## src/rtl/sram_ctl_pkg.sv

```systemverilog
package sram_ctl_pkg;

    typedef enum logic [2:0] {
        PH_IDLE    = 3'd0,
        PH_WSETUP  = 3'd1,
        PH_WPULSE  = 3'd2,
        PH_WHOLD   = 3'd3,
        PH_RACCESS = 3'd4,
        PH_RTURN   = 3'd5
    } phase_e;

    typedef struct packed {
        logic we_n;
        logic oe_n;
        logic drive;
    } strobe_t;

    function automatic strobe_t strobes_for(phase_e ph);
        strobe_t s;
        s = '{we_n: 1'b1, oe_n: 1'b1, drive: 1'b0};
        case (ph)
            PH_WSETUP:  s.drive = 1'b1;
            PH_WPULSE:  begin s.drive = 1'b1; s.we_n = 1'b0; end
            PH_WHOLD:   s.drive = 1'b1;
            PH_RACCESS: s.oe_n = 1'b0;
            default:    s = '{we_n: 1'b1, oe_n: 1'b1, drive: 1'b0};
        endcase
        return s;
    endfunction

    function automatic int max_of(int a, int b);
        return (a > b) ? a : b;
    endfunction

endpackage

```

## src/rtl/sram_phase_timer.sv

```systemverilog
module sram_phase_timer #(
    parameter int CNT_W = 3
) (
    input  logic             clk,
    input  logic             rst,
    input  logic             load,
    input  logic [CNT_W-1:0] load_val,
    output logic             last
);
    logic [CNT_W-1:0] cnt;

    always_ff @(posedge clk) begin
        if (rst) begin
            cnt <= '0;
        end else if (load) begin
            cnt <= load_val;
        end else if (cnt != '0) begin
            cnt <= cnt - 1'b1;
        end
    end

    assign last = (cnt == '0);
endmodule

```

## src/rtl/sram_seq_fsm.sv

```systemverilog
module sram_seq_fsm
    import sram_ctl_pkg::*;
#(
    parameter int SETUP_CYC  = 1,
    parameter int PULSE_CYC  = 2,
    parameter int HOLD_CYC   = 1,
    parameter int ACCESS_CYC = 2,
    parameter int TURN_CYC   = 1,
    parameter int CNT_W      = 2
) (
    input  logic             clk,
    input  logic             rst,
    input  logic             req_valid,
    input  logic             req_write,
    input  logic             timer_last,
    output phase_e           cur_ph,
    output phase_e           nxt_ph,
    output logic             ready,
    output logic             accept,
    output logic             load,
    output logic [CNT_W-1:0] load_val
);
    localparam logic [CNT_W-1:0] D_SETUP  = CNT_W'(SETUP_CYC - 1);
    localparam logic [CNT_W-1:0] D_PULSE  = CNT_W'(PULSE_CYC - 1);
    localparam logic [CNT_W-1:0] D_HOLD   = CNT_W'(HOLD_CYC - 1);
    localparam logic [CNT_W-1:0] D_ACCESS = CNT_W'(ACCESS_CYC - 1);
    localparam logic [CNT_W-1:0] D_TURN   = CNT_W'(TURN_CYC - 1);

    always_ff @(posedge clk) begin
        if (rst) cur_ph <= PH_IDLE;
        else     cur_ph <= nxt_ph;
    end

    assign ready  = (cur_ph == PH_IDLE);
    assign accept = ready && req_valid;

    always_comb begin
        nxt_ph = cur_ph;
        case (cur_ph)
            PH_IDLE:    if (accept) nxt_ph = req_write ? PH_WSETUP : PH_RACCESS;
            PH_WSETUP:  if (timer_last) nxt_ph = PH_WPULSE;
            PH_WPULSE:  if (timer_last) nxt_ph = PH_WHOLD;
            PH_WHOLD:   if (timer_last) nxt_ph = PH_IDLE;
            PH_RACCESS: if (timer_last) nxt_ph = PH_RTURN;
            PH_RTURN:   if (timer_last) nxt_ph = PH_IDLE;
            default:    nxt_ph = PH_IDLE;
        endcase
    end

    assign load = (nxt_ph != cur_ph);

    always_comb begin
        case (nxt_ph)
            PH_WSETUP:  load_val = D_SETUP;
            PH_WPULSE:  load_val = D_PULSE;
            PH_WHOLD:   load_val = D_HOLD;
            PH_RACCESS: load_val = D_ACCESS;
            PH_RTURN:   load_val = D_TURN;
            default:    load_val = '0;
        endcase
    end

    // the strobe phase is only ever reached from setup
    p_pulse_after_setup_r3: assert property (@(posedge clk) disable iff (rst)
        (cur_ph == PH_WPULSE) |-> ($past(cur_ph) == PH_WSETUP || $past(cur_ph) == PH_WPULSE));

    // every read is followed by a turnaround phase
    p_read_then_turn_r7: assert property (@(posedge clk) disable iff (rst)
        ($past(cur_ph) == PH_RACCESS && cur_ph != PH_RACCESS) |-> (cur_ph == PH_RTURN));
endmodule

```

## src/rtl/sram_bus_path.sv

```systemverilog
module sram_bus_path
    import sram_ctl_pkg::*;
#(
    parameter int ADDR_W = 10,
    parameter int DATA_W = 16
) (
    input  logic              clk,
    input  logic              rst,
    input  logic              accept,
    input  logic [ADDR_W-1:0] req_addr,
    input  logic [DATA_W-1:0] req_wdata,
    input  phase_e            cur_ph,
    input  phase_e            nxt_ph,
    input  logic              timer_last,
    input  logic [DATA_W-1:0] dq_i,
    output logic [ADDR_W-1:0] mem_addr,
    output logic [DATA_W-1:0] dq_o,
    output logic              dq_oe,
    output logic              we_n,
    output logic              oe_n,
    output logic              rsp_valid,
    output logic [DATA_W-1:0] rsp_rdata
);
    strobe_t want;
    logic    we_n_d, oe_n_d, drv_d, sample;

    always_comb begin
        want   = strobes_for(nxt_ph);
        // guards: output strobe forced off while writing, driver off while reading
        we_n_d = want.we_n;
        oe_n_d = want.oe_n | ~want.we_n;
        drv_d  = want.drive & oe_n_d;
    end

    assign sample = (cur_ph == PH_RACCESS) && timer_last;

    always_ff @(posedge clk) begin
        if (rst) begin
            we_n      <= 1'b1;
            oe_n      <= 1'b1;
            dq_oe     <= 1'b0;
            rsp_valid <= 1'b0;
            mem_addr  <= '0;
            dq_o      <= '0;
            rsp_rdata <= '0;
        end else begin
            we_n      <= we_n_d;
            oe_n      <= oe_n_d;
            dq_oe     <= drv_d;
            rsp_valid <= sample;
            if (accept) begin
                mem_addr <= req_addr;
                dq_o     <= req_wdata;
            end
            if (sample) rsp_rdata <= dq_i;
        end
    end


    p_strobe_excl_r2: assert property (@(posedge clk) disable iff (rst)
        !(!we_n && !oe_n));

    p_no_drive_in_read_r4: assert property (@(posedge clk) disable iff (rst)
        !oe_n |-> !dq_oe);
    // write strobe only with the bus driven
    p_we_under_drive_r3: assert property (@(posedge clk) disable iff (rst)
        !we_n |-> dq_oe);
    // address and data frozen while driving
    p_write_stable_r3: assert property (@(posedge clk) disable iff (rst)
        (dq_oe && $past(dq_oe)) |-> ($stable(dq_o) && $stable(mem_addr)));

    p_read_addr_stable_r5: assert property (@(posedge clk) disable iff (rst)
        (!oe_n && $past(!oe_n)) |-> $stable(mem_addr));

    p_rsp_single_r6: assert property (@(posedge clk) disable iff (rst)
        rsp_valid |=> !rsp_valid);
    p_rsp_after_read_r6: assert property (@(posedge clk) disable iff (rst)
        rsp_valid |-> ($past(!oe_n) && oe_n));

    p_turn_gap_r7: assert property (@(posedge clk) disable iff (rst)
        $past(!oe_n) |-> !dq_oe);
endmodule

```

## src/rtl/sram_async_ctrl.sv

```systemverilog
module sram_async_ctrl
    import sram_ctl_pkg::*;
#(
    parameter int ADDR_W     = 10,
    parameter int DATA_W     = 16,
    parameter int SETUP_CYC  = 1,
    parameter int PULSE_CYC  = 2,
    parameter int HOLD_CYC   = 1,
    parameter int ACCESS_CYC = 2,
    parameter int TURN_CYC   = 1
) (
    input  logic              clk,
    input  logic              rst,
    input  logic              req_valid,
    input  logic              req_write,
    input  logic [ADDR_W-1:0] req_addr,
    input  logic [DATA_W-1:0] req_wdata,
    output logic              req_ready,
    output logic              rsp_valid,
    output logic [DATA_W-1:0] rsp_rdata,
    output logic [ADDR_W-1:0] mem_addr,
    output logic [DATA_W-1:0] mem_dq_o,
    output logic              mem_dq_oe,
    input  logic [DATA_W-1:0] mem_dq_i,
    output logic              mem_we_n,
    output logic              mem_oe_n
);
    localparam int MAX_W   = max_of(max_of(SETUP_CYC, PULSE_CYC), HOLD_CYC);
    localparam int MAX_R   = max_of(ACCESS_CYC, TURN_CYC);
    localparam int MAX_DUR = max_of(MAX_W, MAX_R);
    localparam int CNT_W   = max_of($clog2(MAX_DUR + 1), 1);

    phase_e           cur_ph, nxt_ph;
    logic             accept, load, timer_last;
    logic [CNT_W-1:0] load_val;

    sram_seq_fsm #(
        .SETUP_CYC (SETUP_CYC),
        .PULSE_CYC (PULSE_CYC),
        .HOLD_CYC  (HOLD_CYC),
        .ACCESS_CYC(ACCESS_CYC),
        .TURN_CYC  (TURN_CYC),
        .CNT_W     (CNT_W)
    ) u_fsm (
        .clk       (clk),
        .rst       (rst),
        .req_valid (req_valid),
        .req_write (req_write),
        .timer_last(timer_last),
        .cur_ph    (cur_ph),
        .nxt_ph    (nxt_ph),
        .ready     (req_ready),
        .accept    (accept),
        .load      (load),
        .load_val  (load_val)
    );

    sram_phase_timer #(.CNT_W(CNT_W)) u_timer (
        .clk     (clk),
        .rst     (rst),
        .load    (load),
        .load_val(load_val),
        .last    (timer_last)
    );

    sram_bus_path #(.ADDR_W(ADDR_W), .DATA_W(DATA_W)) u_path (
        .clk       (clk),
        .rst       (rst),
        .accept    (accept),
        .req_addr  (req_addr),
        .req_wdata (req_wdata),
        .cur_ph    (cur_ph),
        .nxt_ph    (nxt_ph),
        .timer_last(timer_last),
        .dq_i      (mem_dq_i),
        .mem_addr  (mem_addr),
        .dq_o      (mem_dq_o),
        .dq_oe     (mem_dq_oe),
        .we_n      (mem_we_n),
        .oe_n      (mem_oe_n),
        .rsp_valid (rsp_valid),
        .rsp_rdata (rsp_rdata)
    );

    // the address register never moves while the controller is busy
    p_busy_addr_hold_r8: assert property (@(posedge clk) disable iff (rst)
        !req_ready |=> $stable(mem_addr));
    // idle means a quiet bus
    p_idle_quiet_r8: assert property (@(posedge clk) disable iff (rst)
        req_ready |-> (mem_we_n && mem_oe_n && !mem_dq_oe));
endmodule

```

## config.mk

```make
export PLATFORM = sky130hd
export DESIGN_NAME = sram_async_ctrl
export DESIGN_NICKNAME = d
export VERILOG_FILES = /design/src/rtl/sram_ctl_pkg.sv /design/src/rtl/sram_phase_timer.sv /design/src/rtl/sram_seq_fsm.sv /design/src/rtl/sram_bus_path.sv /design/src/rtl/sram_async_ctrl.sv
export SDC_FILE = /design/constraint.sdc
export NUM_CORES = 1
export LEC_CHECK = 0
export BUFFER_PORTS_ARGS = -buffer_cell sky130_fd_sc_hd__buf_2
export CORE_ASPECT_RATIO = 0.5
export CORE_MARGIN = 2
export CORE_UTILIZATION = 33
export DETAILED_ROUTE_END_ITERATION = 12
export PLACE_DENSITY = 0.66
export REMOVE_ABC_BUFFERS = 1
export SYNTH_ARGS = -nofsm -noshare
export SYNTH_HDL_FRONTEND = slang
export SYNTH_HIERARCHICAL = 1
export SYNTH_SLANG_ARGS = --single-unit
```

## constraint.sdc

```tcl
create_clock -name clk -period 4.15 [get_ports clk]
set_input_delay 0.6225 -clock clk [delete_from_list [all_inputs] [get_ports clk]]
set_output_delay 0.6225 -clock clk [all_outputs]
set_load 0.02 [all_outputs]
```

-- Word-level counts from Yosys, hierarchy flattened
Cells that the tools add are included.
- reductions and logical operators: 9
- $lt $le $gt $ge: 0
- shift operators: 0
- div/mod/pow operators: 0
- bitwise operators: 2
- $mul: 0
- muxes and demuxes: 13
- equality and inequality tests: 10
- $add $sub $neg: 1
- operator list (cell ; count):
    3-bit two-way mux ; 6
    3-bit one-hot mux with 5 select lines ; 1
    3-bit by 2-bit equality test with 1-bit output, second input constant ; 4
    3-bit equality test, second input constant ; 3
    3-bit by 1-bit equality test with 1-bit output, second input constant ; 2
    1-bit two-way mux ; 4
    2-bit two-way mux ; 2
    2-bit nonzero test ; 2
    2-bit OR reduction ; 2
    3-bit logical NOT ; 1
    3-bit != test ; 1
    3-bit OR reduction ; 1
    1-bit logical AND ; 2
    2-bit logical NOT ; 1
    2-bit by 1-bit subtractor with 2-bit output, second input constant ; 1
    1-bit bitwise AND ; 1
    1-bit OR ; 1
- input port bits: 46
- register bits: 51
- bits in latches: 0
- output and inout bits: 47
- memory bits (read-only): 0
- RAM bits: 0
- memories kept: 0

-- Longest topological paths before layout
Gate-level depths: netlist (run 1).
- word-level depth: 8
- gate-level depth with buffers: 7
- gate-level depth less buffers: 7

-- By module
The synthesis (run 1) kept the hierarchy.
- by module, submodules not included (module ; times used ; cells an instance ; sequential area each (um2) ; area an instance (um2)):
    sram_bus_path ; 1 ; 163 ; 920.9 ; 1771.7
    sram_seq_fsm ; 1 ; 33 ; 60.1 ; 269.0
    sram_phase_timer ; 1 ; 12 ; 40.0 ; 121.4

-- Worst setup path after synthesis (run 1)
OpenSTA, ideal clock, no wires.
- path type: reg2reg
- start: register u_fsm.cur_ph[2]
- end: register u_path.dq_o[0]
- period minus slack after synthesis: 1843 ps
- setup time: 117 ps
- slack: 2307 ps
- path buffers: 3
- cell stages (with the launch flop): 8
- data arrival time: 1726 ps
- cell sequence: dfxtp_1 -> buf_6 -> nor3_1 -> and2_1 -> buf_4 -> buf_6 -> mux2i_1 -> nor2_1
- longest elaborated chain between the ends: 2
- ends and longest elaborated chain (element ; RTL line ; text):
    start, declared ; sram_seq_fsm.sv:16 ; output phase_e cur_ph,
    start signal, assigned ; sram_seq_fsm.sv:31 ; else cur_ph <= nxt_ph;
    3-bit logical NOT ; sram_seq_fsm.sv:34 ; assign ready = (cur_ph == PH_IDLE);
    net req_ready ; sram_async_ctrl.sv:18 ; output logic req_ready,
    1-bit logical AND ; sram_seq_fsm.sv:35 ; assign accept = ready && req_valid;
    net accept ; sram_async_ctrl.sv:34 ; logic accept, load, timer_last;
    end signal, assigned ; sram_bus_path.sv:53 ; dq_o <= req_wdata;
    end, declared ; sram_bus_path.sv:17 ; output logic [DATA_W-1:0] dq_o,
The timed path passes the listed nets, and every way through them passes these cells.
A chain may end at the register's enable or synchronous reset.

-- Worst setup path in the final report (run 1)
- start: register u_timer.cnt[0]
- end: register u_path.rsp_rdata[4]
- longest elaborated chain between the ends: 2
- ends and longest elaborated chain (element ; RTL line ; text):
    start, declared ; sram_phase_timer.sv:10 ; logic [CNT_W-1:0] cnt;
    start signal, assigned ; sram_phase_timer.sv:16 ; cnt <= load_val;
    start signal, assigned ; sram_phase_timer.sv:18 ; cnt <= cnt - 1'b1;
    2-bit logical NOT ; sram_phase_timer.sv:22 ; assign last = (cnt == '0);
    net timer_last ; sram_async_ctrl.sv:34 ;
    1-bit logical AND ; sram_bus_path.sv:35 ; assign sample = (cur_ph == PH_RACCESS) && timer_last;
    end signal, assigned ; sram_bus_path.sv:55 ; if (sample) rsp_rdata <= dq_i;
    end, declared ; sram_bus_path.sv:22 ; output logic [DATA_W-1:0] rsp_rdata
The timed path passes the listed nets, and every way through them passes these cells.

==> results by group, run 1 <==
Floorplanning
  • Die area: roughly 0.0073 mm²
  • FP Rows: 20
  • Core Area: 0.00621 mm²
  • Initial Util: 34.8%
  • I/O pins: 93
  • DIE HEIGHT: 61.2 µm
  • Die X: 118 µm

Logic synthesis
  • Post-synth ARST share: 0%
  • Syn_area_per_cell: ~10 µm²
  • Sequential area share after synthesis: 47.2%
  • #FFs+latches synth: 51
  • Ys flop type: dfxtp_1
  • Post-synth cell types: 35
  • Ys Warns: 6
  • Mapped cell area: between 0.002 and 0.0025 mm²
  • EDFF count, synth: 0
  • Post-Synthesis Cells: 208

Detailed routing
  • Antenna viol nets, final: 0
  • Avg WL per Cell: 11.5 µm
  • Vias: 1675
  • Drt pass-1 iters: 4
  • Residual DRC: 0
  • Initial DRC Count: a little over 80
  • DRT Wirelength: 4400 µm
  • Routed vias/inst: 4.37

Clock network
  • CTS Hold Bufs: 0
  • Clock-pin slew on the worst setup and hold paths: 0.06 ns
  • Clock insertion delay at the later pin of the skew report: 0.28 ns
  • H-tree depth: 2
  • Root Buffer: clkbuf_16
  • CTS tree: done
  • Post-CTS sizing: 0
  • Max clock buf depth: 2
  • Clock buffer count from CTS: 5
  • Clk sink count: 51
  • Postcts setup bufs: 0

Setup path
  • Critical Path RT: about 4.4 ns
  • Crit path DAT: 2.20 ns
  • CP Capture Type: flip-flop
  • WS Path Type: reg -> reg
  • Critical Path Source Type: flip-flop
  • CP max FO: 17

GRT
  • First-pass GRT wire length: 6870 µm
  • Global route total overflow: 0
  • GRT Total Usage: 11.7%
  • Vias in the first global route: 1580
  • Largest net degree at the start of global routing: 70
  • Antenna violations before repair: 0

Power
  • Total power density per cell area: 572 mW/mm²
  • LEAKAGE: ~1.3 nW
  • Worst vdd ir: between 0.00015 and 0.0002 V

Placement
  • Pre-CTS setup slack: 2.13 ns
  • Dpl hpwl: 3150 µm
  • GPL Wtd Cong: 0.738
  • Port buffer count: 92

Timing
  • Final Max Tran Viols: 0
  • Max Freq: 501 MHz
  • Worst clock skew: ~0.0042 ns
  • Hold Vio Cnt, Final: 0
  • Final worst path period need: 1.99 ns
  • Unrepaired setup endpoints after global routing: no
  • Final setup violation count: 0
  • Crit share post-route: about 48%
  • Worst Tran Pin Value: 0.976 ns
  • Setup TNS: 0 ns
  • Setup ws final: 2.16 ns
  • Max_slew headroom: roughly a third

Layout
  • Area growth from synthesis to layout: 28.1%
  • Fin nets: roughly 340
  • Layout cells sized above 1: between 30% and 40%
  • Diodes inserted: 0

Job
  • Maxcap violations: 0

Hold path
  • Hold crit path type: reg -> reg

Run status
  • Status: finished clean
-- flip-flops by register name, summed over array words and instances, names as in the netlist --
name / count
u_path/dq_o: 16
u_path/rsp_rdata: 16
u_path/mem_addr: 10
u_fsm/cur_ph: 3
u_path/we_n: 1
u_timer/cnt: 2
u_path/dq_oe: 1
u_path/rsp_valid: 1
u_path/oe_n: 1
-- worst paths after layout --
| path | from | endpoint | slack [ns] | cells past startpoint |
|---|---|---|---|---|
| hold reg to reg | u_path/rsp_rdata[10] | u_path/rsp_rdata[10] | 0.47 | 2 |
| hold / removal | u_path/rsp_rdata[10] | u_path/rsp_rdata[10] | 0.47 | 2 |
| setup / recovery | u_timer/cnt[0] | u_path/rsp_rdata[4] | 2.16 | 4 |
| setup reg to reg | u_timer/cnt[0] | u_path/rsp_rdata[4] | 2.16 | 4 |
-- routing by layer --
metal,global-route usage [%],routed length [µm],share of wire (%),vias to the layer above
li1,-,-,-,858
met1,12.9,1920,44,776
met2,23.5,2270,52,34
met3,2.59,170,3.9,7
met4,4.08,36,0.82,0
met5,0,0,0,-
-- stage by stage --
stage / instances / cell area, µm² / power (W) / hold slack (ns) / utilization (%)
floorplan: 194 / 2050 / 0.00105 / 0.545 / -
global placement: 375 / 2630 / 0.00119 / 0.456 / 42.4
detailed placement: 375 / 2630 / 0.00121 / 0.461 / 42.4
CTS: 383 / 2770 / 0.00161 / 0.477 / 44.6
global route: 383 / 2770 / 0.00169 / 0.497 / 44.6
finish: 383 / 2770 / 0.00158 / 0.472 / 44.6
-- kinds of logic (layout without fill, tap and decap cells) --
logic type / count (synthesis) / in the layout / share of synthesized area, %
fa+ha+maj: 1 / 1 / 0.579
flops: 51 / 51 / 47.2
other cells: 1 / 1 / 0.173
xor+xnor: 1 / 1 / 0.405
buf+inv: 20 / 107 / 6.19
simple gates: 79 / 79 / 19.9
mux: 42 / 42 / 19.4
compound gates: 13 / 13 / 6.08
-- where the power goes --
part | total (W) | switching [W] | internal, W | leakage [nW]
combinational | 0.000561 | 0.000316 | 0.000246 | 0.809
clock | 0.000390 | 0.000167 | 0.000222 | 0.0669
sequential | 0.000633 | 0.0000585 | 0.000575 | 0.417
total | 0.00158 | 0.000542 | 0.00104 | 1.29
-- synth_stat cells, types with 2 or more instances --
library cell	count	area [µm²]
buf_2	4	20.0
buf_4	2	15.0
buf_6	4	45.0
clkbuf_1	3	11.3
dfxtp_1	51	1020
inv_1	6	22.5
mux2i_1	42	420
nand2b_1	33	206
nand3b_1	3	22.5
nor2_1	31	116
nor2b_1	2	12.5
nor3_1	4	20.0
-- cells in the final DEF, fill, tap and decap left out, types with 2 or more instances in the layout --
master     netlist  final
nand3b_1         3      3
dfxtp_1         51     51
mux2i_1         42     42
nor2_1          31     31
buf_2            4     92
nor3_1           4      4
nand2b_1        33     33
nor2b_1          2      2
clkbuf_16        0      5
inv_1            6      6
-- layout make-up --
cell class                 instances  area (µm²)
fill                             627        3440
sequential                        51        1020
multi-input combinational        137        1010
timing repair buffer              93         468
tap                               88         110
clock buffer                       6         129
clock inverter                     2        12.5
inverter                           6        22.5
-- critical path: stages (launching register included) --
cell and delay, ns:
dfxtp_1 0.32, inv_1 0.06, ha_1 0.38, and4bb_1 0.89, mux2i_1 0.28
(Power assumes the default switching activity.)
==> inputs of run 2 (changes only) <==
--- a/config.mk
+++ b/config.mk
@@ -5,6 +5,7 @@
 export SDC_FILE = /design/constraint.sdc
 export NUM_CORES = 1
 export LEC_CHECK = 0
+export ABC_AREA = 1
 export BUFFER_PORTS_ARGS = -buffer_cell sky130_fd_sc_hd__buf_2
 export CORE_ASPECT_RATIO = 0.5
 export CORE_MARGIN = 2
==> constraint.sdc (replaced) <==
create_clock -name clk -period 2.1 [get_ports clk]
set_input_delay 0.315 -clock clk [delete_from_list [all_inputs] [get_ports clk]]
set_output_delay 0.315 -clock clk [all_outputs]
set_load 0.02 [all_outputs]
==> run 2 against run 1 <==
Wire length up 12%. Clock-buffer cell count is 1 lower. Sequential cell count unchanged.
==> results by group, run 2 <==
Layout
  • Area growth from synthesis to layout: 28.1%
  • Largest regs: u_path/dq_o x16, u_path/rsp_rdata x16, u_path/mem_addr x10
  • Diodes inserted: 0
  • Most frequent cells in the layout: buf_2 (92), nor2_1 (71), dfxtp_1 (51)
  • Fillers: 685
  • Layout cells sized above 1: just over 30%
  • Fin nets: 421
  • Most common cell after layout, fill and taps aside: buf_2

Placement
  • Dpl hpwl: roughly 3400 µm
  • Port buffer count: between 90 and 100
  • GPL Wtd Cong: 0.839

Clock network
  • Postcts setup bufs: 0
  • H-tree depth: 2
  • Clock insertion delay at the later pin of the skew report: 0.29 ns
  • Clock buffer count from CTS: 5
  • Clk sink count: 51
  • Clock-pin slew on the worst setup and hold paths: 0.07 ns
  • Post-CTS sizing: 0
  • Root Buffer: clkbuf_16
  • CTS tree: done
  • CTS Hold Bufs: 0
  • Max clock buf depth: 2

Timing
  • Unrepaired setup endpoints after global routing: no
  • Worst clock skew: 0.00710 ns
  • Final setup violation count: 0
  • Hold Vio Cnt, Final: 0
  • Final worst path period need: between 1.5 and 2 ns
  • Final Max Tran Viols: 0
  • Max_slew headroom: 51.1%
  • Setup TNS: 0 ns
  • Max Freq: 601 MHz
  • Worst Tran Pin Value: between 0.7 and 0.8 ns
  • Crit share post-route: about four fifths

Floorplanning
  • Die X: 118 µm
  • FP Rows: 20
  • I/O pins: 93
  • Initial Util: 34.8%
  • Die area: 0.00725 mm²
  • DIE HEIGHT: between 60 and 70 µm
  • Core Area: a little over 0.006 mm²

Setup path
  • CP max FO: 21
  • CP Capture Type: flip-flop
  • Critical Path Source Type: flip-flop
  • Worst r2r path cells: 8
  • Crit path DAT: 1.89 ns
  • Critical Path RT: approximately 2.3 ns
  • WS Path Type: reg -> reg

Logic synthesis
  • Post-Synthesis Cells: roughly 290
  • Synth area leaders: dfxtp_1 (47%), nor2_1 (12%), o21ai_1 (5.8%)
  • Ys Warns: 6
  • #FFs+latches synth: a little over 50
  • Sequential area share after synthesis: 47.2%
  • Post-synth ARST share: 0%
  • Synth area leader: dfxtp_1
  • Post-synth cell types: 29
  • Top-count cell post-synth: nor2_1
  • Ys flop type: dfxtp_1
  • Syn_area_per_cell: 7.48 µm²
  • Top cell type's share of synthesized area: 47.2%
  • Cell types with the highest counts after synthesis: nor2_1 (71), dfxtp_1 (51), nand2_1 (32), inv_1 (31), o21ai_1 (25)
  • EDFF count, synth: 0
  • Mapped cell area: between 0.002 and 0.0025 mm²

Run status
  • Status: finished clean

Job
  • Maxcap violations: 0

Power
  • Reg power frac: 37.4%
  • LEAKAGE: between 1 and 1.5 nW
  • P_sw: ~0.0014 W
  • Int Power: 0.00209 W
  • Clock power frac: about a quarter
  • Logic pwr share: 39.0%
  • Switching fraction of total power: 40.7%
  • Total power density per cell area: 1280 mW/mm²
  • Total chip power: 0.00353 W
  • Worst vdd ir: 0.000446 V

Detailed routing
  • Antenna viol nets, final: 0
  • Residual DRC: 0
  • Drt pass-1 iters: 4
  • Routed vias/inst: 4.43
  • Initial DRC Count: 130
  • Avg WL per Cell: 10.6 µm
  • DRT Wirelength: about 4900 µm
  • Vias: around 2000

GRT
  • Largest net degree at the start of global routing: 46
  • Global route total overflow: 0
  • Vias in the first global route: 1795
  • Antenna violations before repair: 0
  • First-pass GRT wire length: a little over 8000 µm
  • GRT Total Usage: 13.8%

Hold path
  • Worst Hold Depth: 3
  • Hold crit path type: in -> reg
-- run 2: cell count changes after synthesis, moves of 4 or more --
| cell | before | now |
|---|---|---|
| nor2_1 | 31 | 71 |
| o21ai_1 | 1 | 25 |
| nor3_1 | 4 | 0 |
| mux2i_1 | 42 | 0 |
| nand3_1 | 0 | 17 |
| inv_1 | 6 | 31 |
| nand2b_1 | 33 | 0 |
| nand2_1 | 0 | 32 |
| a21oi_1 | 1 | 18 |
-- run 2: layout make-up --
cell class	count	area (µm²)	area share (%)
Multi-Input combinational cell	187	876	31.6
Timing Repair Buffer	94	475	17.2
Inverter	35	134	4.84
Clock inverter	3	27.5	0.994
Tap cell	88	110	3.98
Sequential cell	51	1020	36.9
Clock buffer	5	125	4.52
-- run 2: path summary, 6_finish.rpt --
| kind | startpoint | end | slack (ns) |
|---|---|---|---|
| min reg2reg | u_path/dq_o[12] | u_path/dq_o[12] | 0.48 |
| min | req_wdata[4] | u_path/dq_o[4] | 0.24 |
| max reg2reg | u_fsm/cur_ph[1] | u_path/mem_addr[4] | 0.44 |
| max | u_fsm/cur_ph[1] | u_path/mem_addr[4] | 0.44 |
-- run 2: logic make-up (layout without fill, tap and decap cells) --
family | after synthesis | count (layout) | share of synthesized area, %
other | 1 | 1 | 0.174
DFF | 51 | 51 | 47.2
adders and majority gates | 1 | 1 | 0.579
AOI/OAI and AO/OA | 52 | 52 | 13.0
buffers and inverters | 51 | 137 | 12.2
and+or+nand+nor | 133 | 133 | 26.8
-- run 2: critical path, cell delays in order (launching register included) --
cell and delay (ns):
dfxtp_1 0.40, nor2_2 0.23, nand2_1 0.12, inv_1 0.08
nand2_1 0.05, inv_1 0.19, buf_4 0.30, o21ai_0 0.12
nor2_1 0.11
-- run 2: power by group through the flow --
stage          registers [W]  clock network, W  logic, W
2_1_floorplan        0.00158                 0  0.000709
3_3_place_gp         0.00134                 0   0.00137
3_5_place_dp         0.00134                 0   0.00138
4_1_cts              0.00132          0.000861   0.00139
5_1_grt              0.00136          0.000903   0.00155
6_report             0.00132          0.000832   0.00138
-- run 2: per-layer routing --
| metal | up-vias | part of all wire (%) | global-route usage [%] | wire length [µm] |
|---|---|---|---|---|
| met5 | - | 0 | 0 | 0 |
| met4 | 0 | 0.89 | 3.91 | 44 |
| met3 | 4 | 3.4 | 2.87 | 168 |
| met2 | 34 | 49 | 24.7 | 2390 |
| met1 | 932 | 47 | 17.5 | 2320 |
| li1 | 1083 | - | - | - |
-- run 2: stage by stage --
stage | hold WS, ns | cell area [µm²] | setup slack, ns | instances | util, %
detailed placement | 0.470 | 2620 | 0.445 | 455 | 42.2
CTS | 0.236 | 2770 | 0.422 | 463 | 44.6
global route | 0.239 | 2770 | 0.243 | 463 | 44.6
global placement | 0.461 | 2620 | 0.514 | 455 | 42.2
finish | 0.241 | 2770 | 0.437 | 463 | 44.6
floorplan | 0.384 | 2030 | 0.275 | 273 | -
==> inputs of run 3 (changes only) <==
--- a/config.mk
+++ b/config.mk
@@ -5,13 +5,13 @@
 export SDC_FILE = /design/constraint.sdc
 export NUM_CORES = 1
 export LEC_CHECK = 0
-export ABC_AREA = 1
+export ABC_AREA = 0
 export BUFFER_PORTS_ARGS = -buffer_cell sky130_fd_sc_hd__buf_2
 export CORE_ASPECT_RATIO = 0.5
 export CORE_MARGIN = 2
 export CORE_UTILIZATION = 33
 export DETAILED_ROUTE_END_ITERATION = 12
-export PLACE_DENSITY = 0.66
+export PLACE_DENSITY = 0.68
 export REMOVE_ABC_BUFFERS = 1
 export SYNTH_ARGS = -nofsm -noshare
 export SYNTH_HDL_FRONTEND = slang
==> constraint.sdc (replaced) <==
create_clock -name clk -period 1.35 [get_ports clk]
set_input_delay 0.2025 -clock clk [delete_from_list [all_inputs] [get_ports clk]]
set_output_delay 0.2025 -clock clk [all_outputs]
set_load 0.02 [all_outputs]
==> run 3 against run 2 <==
The flow now finishes with violations (negative setup slack). Wire length is 6.8% higher. Sequential cell count stayed put. First-iteration DRC count is 58% lower. Largest cell class is now multi-input combinational cells. Setup slack worse by 0.63 ns. Clock power is 62% higher. Worst hold slack worse by 0.086 ns.
==> results by group, run 3 (synthesis results as in run 1) <==
Power
  • Total power density per cell area: 1860 mW/mm²
  • Worst vdd ir: 0.000616 V
  • Reg power frac: 32.9%
  • Switching fraction of total power: between 30% and 40%
  • LEAKAGE: 1.50 nW
  • Int Power: slightly above 0.004 W
  • Clock power frac: 22.6%
  • P_sw: 0.00191 W
  • Logic pwr share: 44.4%

Detailed routing
  • Routed vias/inst: between 4 and 5
  • DRT Wirelength: 5260 µm
  • Residual DRC: 0
  • Antenna viol nets, final: 0
  • Drt pass-1 iters: 3
  • Vias: 1809
  • Initial DRC Count: 54
  • Avg WL per Cell: roughly 13 µm

Timing
  • Final setup violation count: 36
  • Crit share post-route: 114%
  • Setup ws final: -0.196 ns
  • Setup TNS: -1.29 ns
  • Unrepaired setup endpoints after global routing: yes
  • Final worst path period need: 1.55 ns
  • Final Max Tran Viols: 0
  • Worst clock skew: between 0.005 and 0.006 ns
  • Hold Vio Cnt, Final: 0
  • Hold WS: 0.155 ns
  • Max Freq: 647 MHz

Clock network
  • CTS tree: done
  • Clock insertion delay at the later pin of the skew report: 0.28 ns
  • Max clock buf depth: 2
  • Clk sink count: 51
  • Clock buffer count from CTS: 5
  • H-tree depth: 2
  • Clock-pin slew on the worst setup and hold paths: 0.06 ns
  • CTS Hold Bufs: 0
  • Root Buffer: clkbuf_16

Placement
  • Inst Count DP: 391
  • GPL Wtd Cong: 0.810
  • Port buffer count: ~90
  • Dpl hpwl: 3510 µm
  • Dpl cell area: 0.00280 mm²

GRT
  • Antenna violations before repair: 0
  • Vias in the first global route: 1779
  • First-pass GRT wire length: 7920 µm
  • GRT Total Usage: 13.6%
  • Largest net degree at the start of global routing: 25
  • Global route total overflow: 0

Setup path
  • CP Capture Type: flip-flop
  • Critical Path RT: 1.50 ns
  • R2R Setup Slk: -0.20 ns
  • Top Family by Delay on Critical Path: simple AND/OR/NAND/NOR gates
  • CP max FO: 6
  • Worst Path Buf+Inv: 3
  • WS Path Type: reg -> reg
  • Critical Path Source Type: flip-flop
  • Worst r2r path cells: 7
  • Sequence of cells on the critical path: inv_2 -> ha_4 -> buf_6 -> a21boi_2 -> o21ai_2 -> inv_1 -> or4b_1
  • Worst R2R End: u_path/we_n
  • Crit-path slowest cell: or4b_1
  • Crit path DAT: roughly 1.7 ns
  • Worst R2R Start: u_timer/cnt[0]
  • CP max stage delay: approximately 0.43 ns

Floorplanning
  • DIE HEIGHT: around 61 µm
  • I/O pins: 93
  • Die area: 0.00725 mm²
  • Die X: 118 µm
  • FP Rows: 20
  • Core Area: 0.00621 mm²
  • Initial Util: 34.8%

Layout
  • Diodes inserted: 0
  • Largest regs: u_path/dq_o x16, u_path/rsp_rdata x16, u_path/mem_addr x10
  • Area growth from synthesis to layout: 48.8%
  • Layout cells sized above 1: 47.5%
  • Most frequent cells in the layout: buf_2 (91), dfxtp_1 (46), mux2i_1 (38)
  • Fillers: 551
  • Post-Layout Cell Count: 410
  • Final std cell area, no fill: ~0.0032 mm²
  • Fin nets: 369
  • Most common cell after layout, fill and taps aside: buf_2

Hold path
  • WHS Endpoint: u_path/mem_addr[1]
  • Hold crit path type: in -> reg
  • Worst Hold Depth: 3
  • Hold Startpoint: req_addr[1]

Run status
  • Failing checks: negative setup slack
  • Status: finished, violations left

Job
  • Maxcap violations: 0
run 3: timing repair:
action	in CTS	in global routing
pin swaps	10	5
hold endpoints to repair	0	0
gates resized for setup	18	14
endpoints found under the setup margin	50	50
gates cloned	2	2
setup buffers	6	4
run 3: power by group through the flow:
stage	combinational, W	clock, W	sequential, W
final	0.00265	0.00135	0.00197
after global routing	0.00284	0.00147	0.00200
after CTS	0.00234	0.00140	0.00196
after detailed placement	0.00203	0	0.00196
after global placement	0.00197	0	0.00195
after floorplan	0.00100	0	0.00221
run 3: worst reg2reg max path: stages (launching register included):
cell and delay [ns]:
dfxtp_2 0.34, inv_2 0.04, ha_4 0.17, buf_6 0.13, a21boi_2 0.15, o21ai_2 0.09, inv_1 0.07, or4b_1 0.43
run 3: worst max-delay path by stage:
stage | cells past startpoint | endpoint | slack [ns] | from
5_1_grt | 7 | u_path/we_n | -0.26 | u_timer/cnt[0]
3_3_place_gp | 6 | u_path/we_n | -0.31 | u_timer/cnt[0]
2_1_floorplan | 4 | u_path/dq_o[0] | -1.01 | u_fsm/cur_ph[0]
4_1_cts | 6 | u_path/we_n | -0.16 | u_timer/cnt[1]
6_report | 7 | u_path/we_n | -0.20 | u_timer/cnt[0]
3_5_place_dp | 6 | u_path/we_n | -0.39 | u_timer/cnt[0]
run 3: stage by stage:
| stage | total power (W) | worst slack [ns] | utilization (%) |
|---|---|---|---|
| after CTS | 0.00569 | -0.161 | 50.0 |
| after floorplan | 0.00322 | -1.01 | - |
| final | 0.00597 | -0.196 | 51.9 |
| after global routing | 0.00632 | -0.263 | 51.9 |
| after global placement | 0.00391 | -0.310 | 45.1 |
| after detailed placement | 0.00399 | -0.390 | 45.1 |
run 3: layout make-up:
type	instances	area, µm²	share of cell area, %
Timing Repair Buffer	121	821	25.5
Clock buffer	6	129	4.00
Tap cell	88	110	3.42
Sequential cell	51	1030	32.0
Clock inverter	1	30.0	0.933
Multi-Input combinational cell	137	1080	33.4
Inverter	6	22.5	0.700
run 3: routing by layer:
| metal | up-vias | GRT usage (%) | part of all wire, % |
|---|---|---|---|
| met2 | 29 | 27.4 | 54 |
| met4 | 0 | 3.06 | 0.97 |
| met5 | - | 0 | 0 |
| met3 | 4 | 3.06 | 2.9 |
| li1 | 916 | - | - |
| met1 | 860 | 15.4 | 42 |
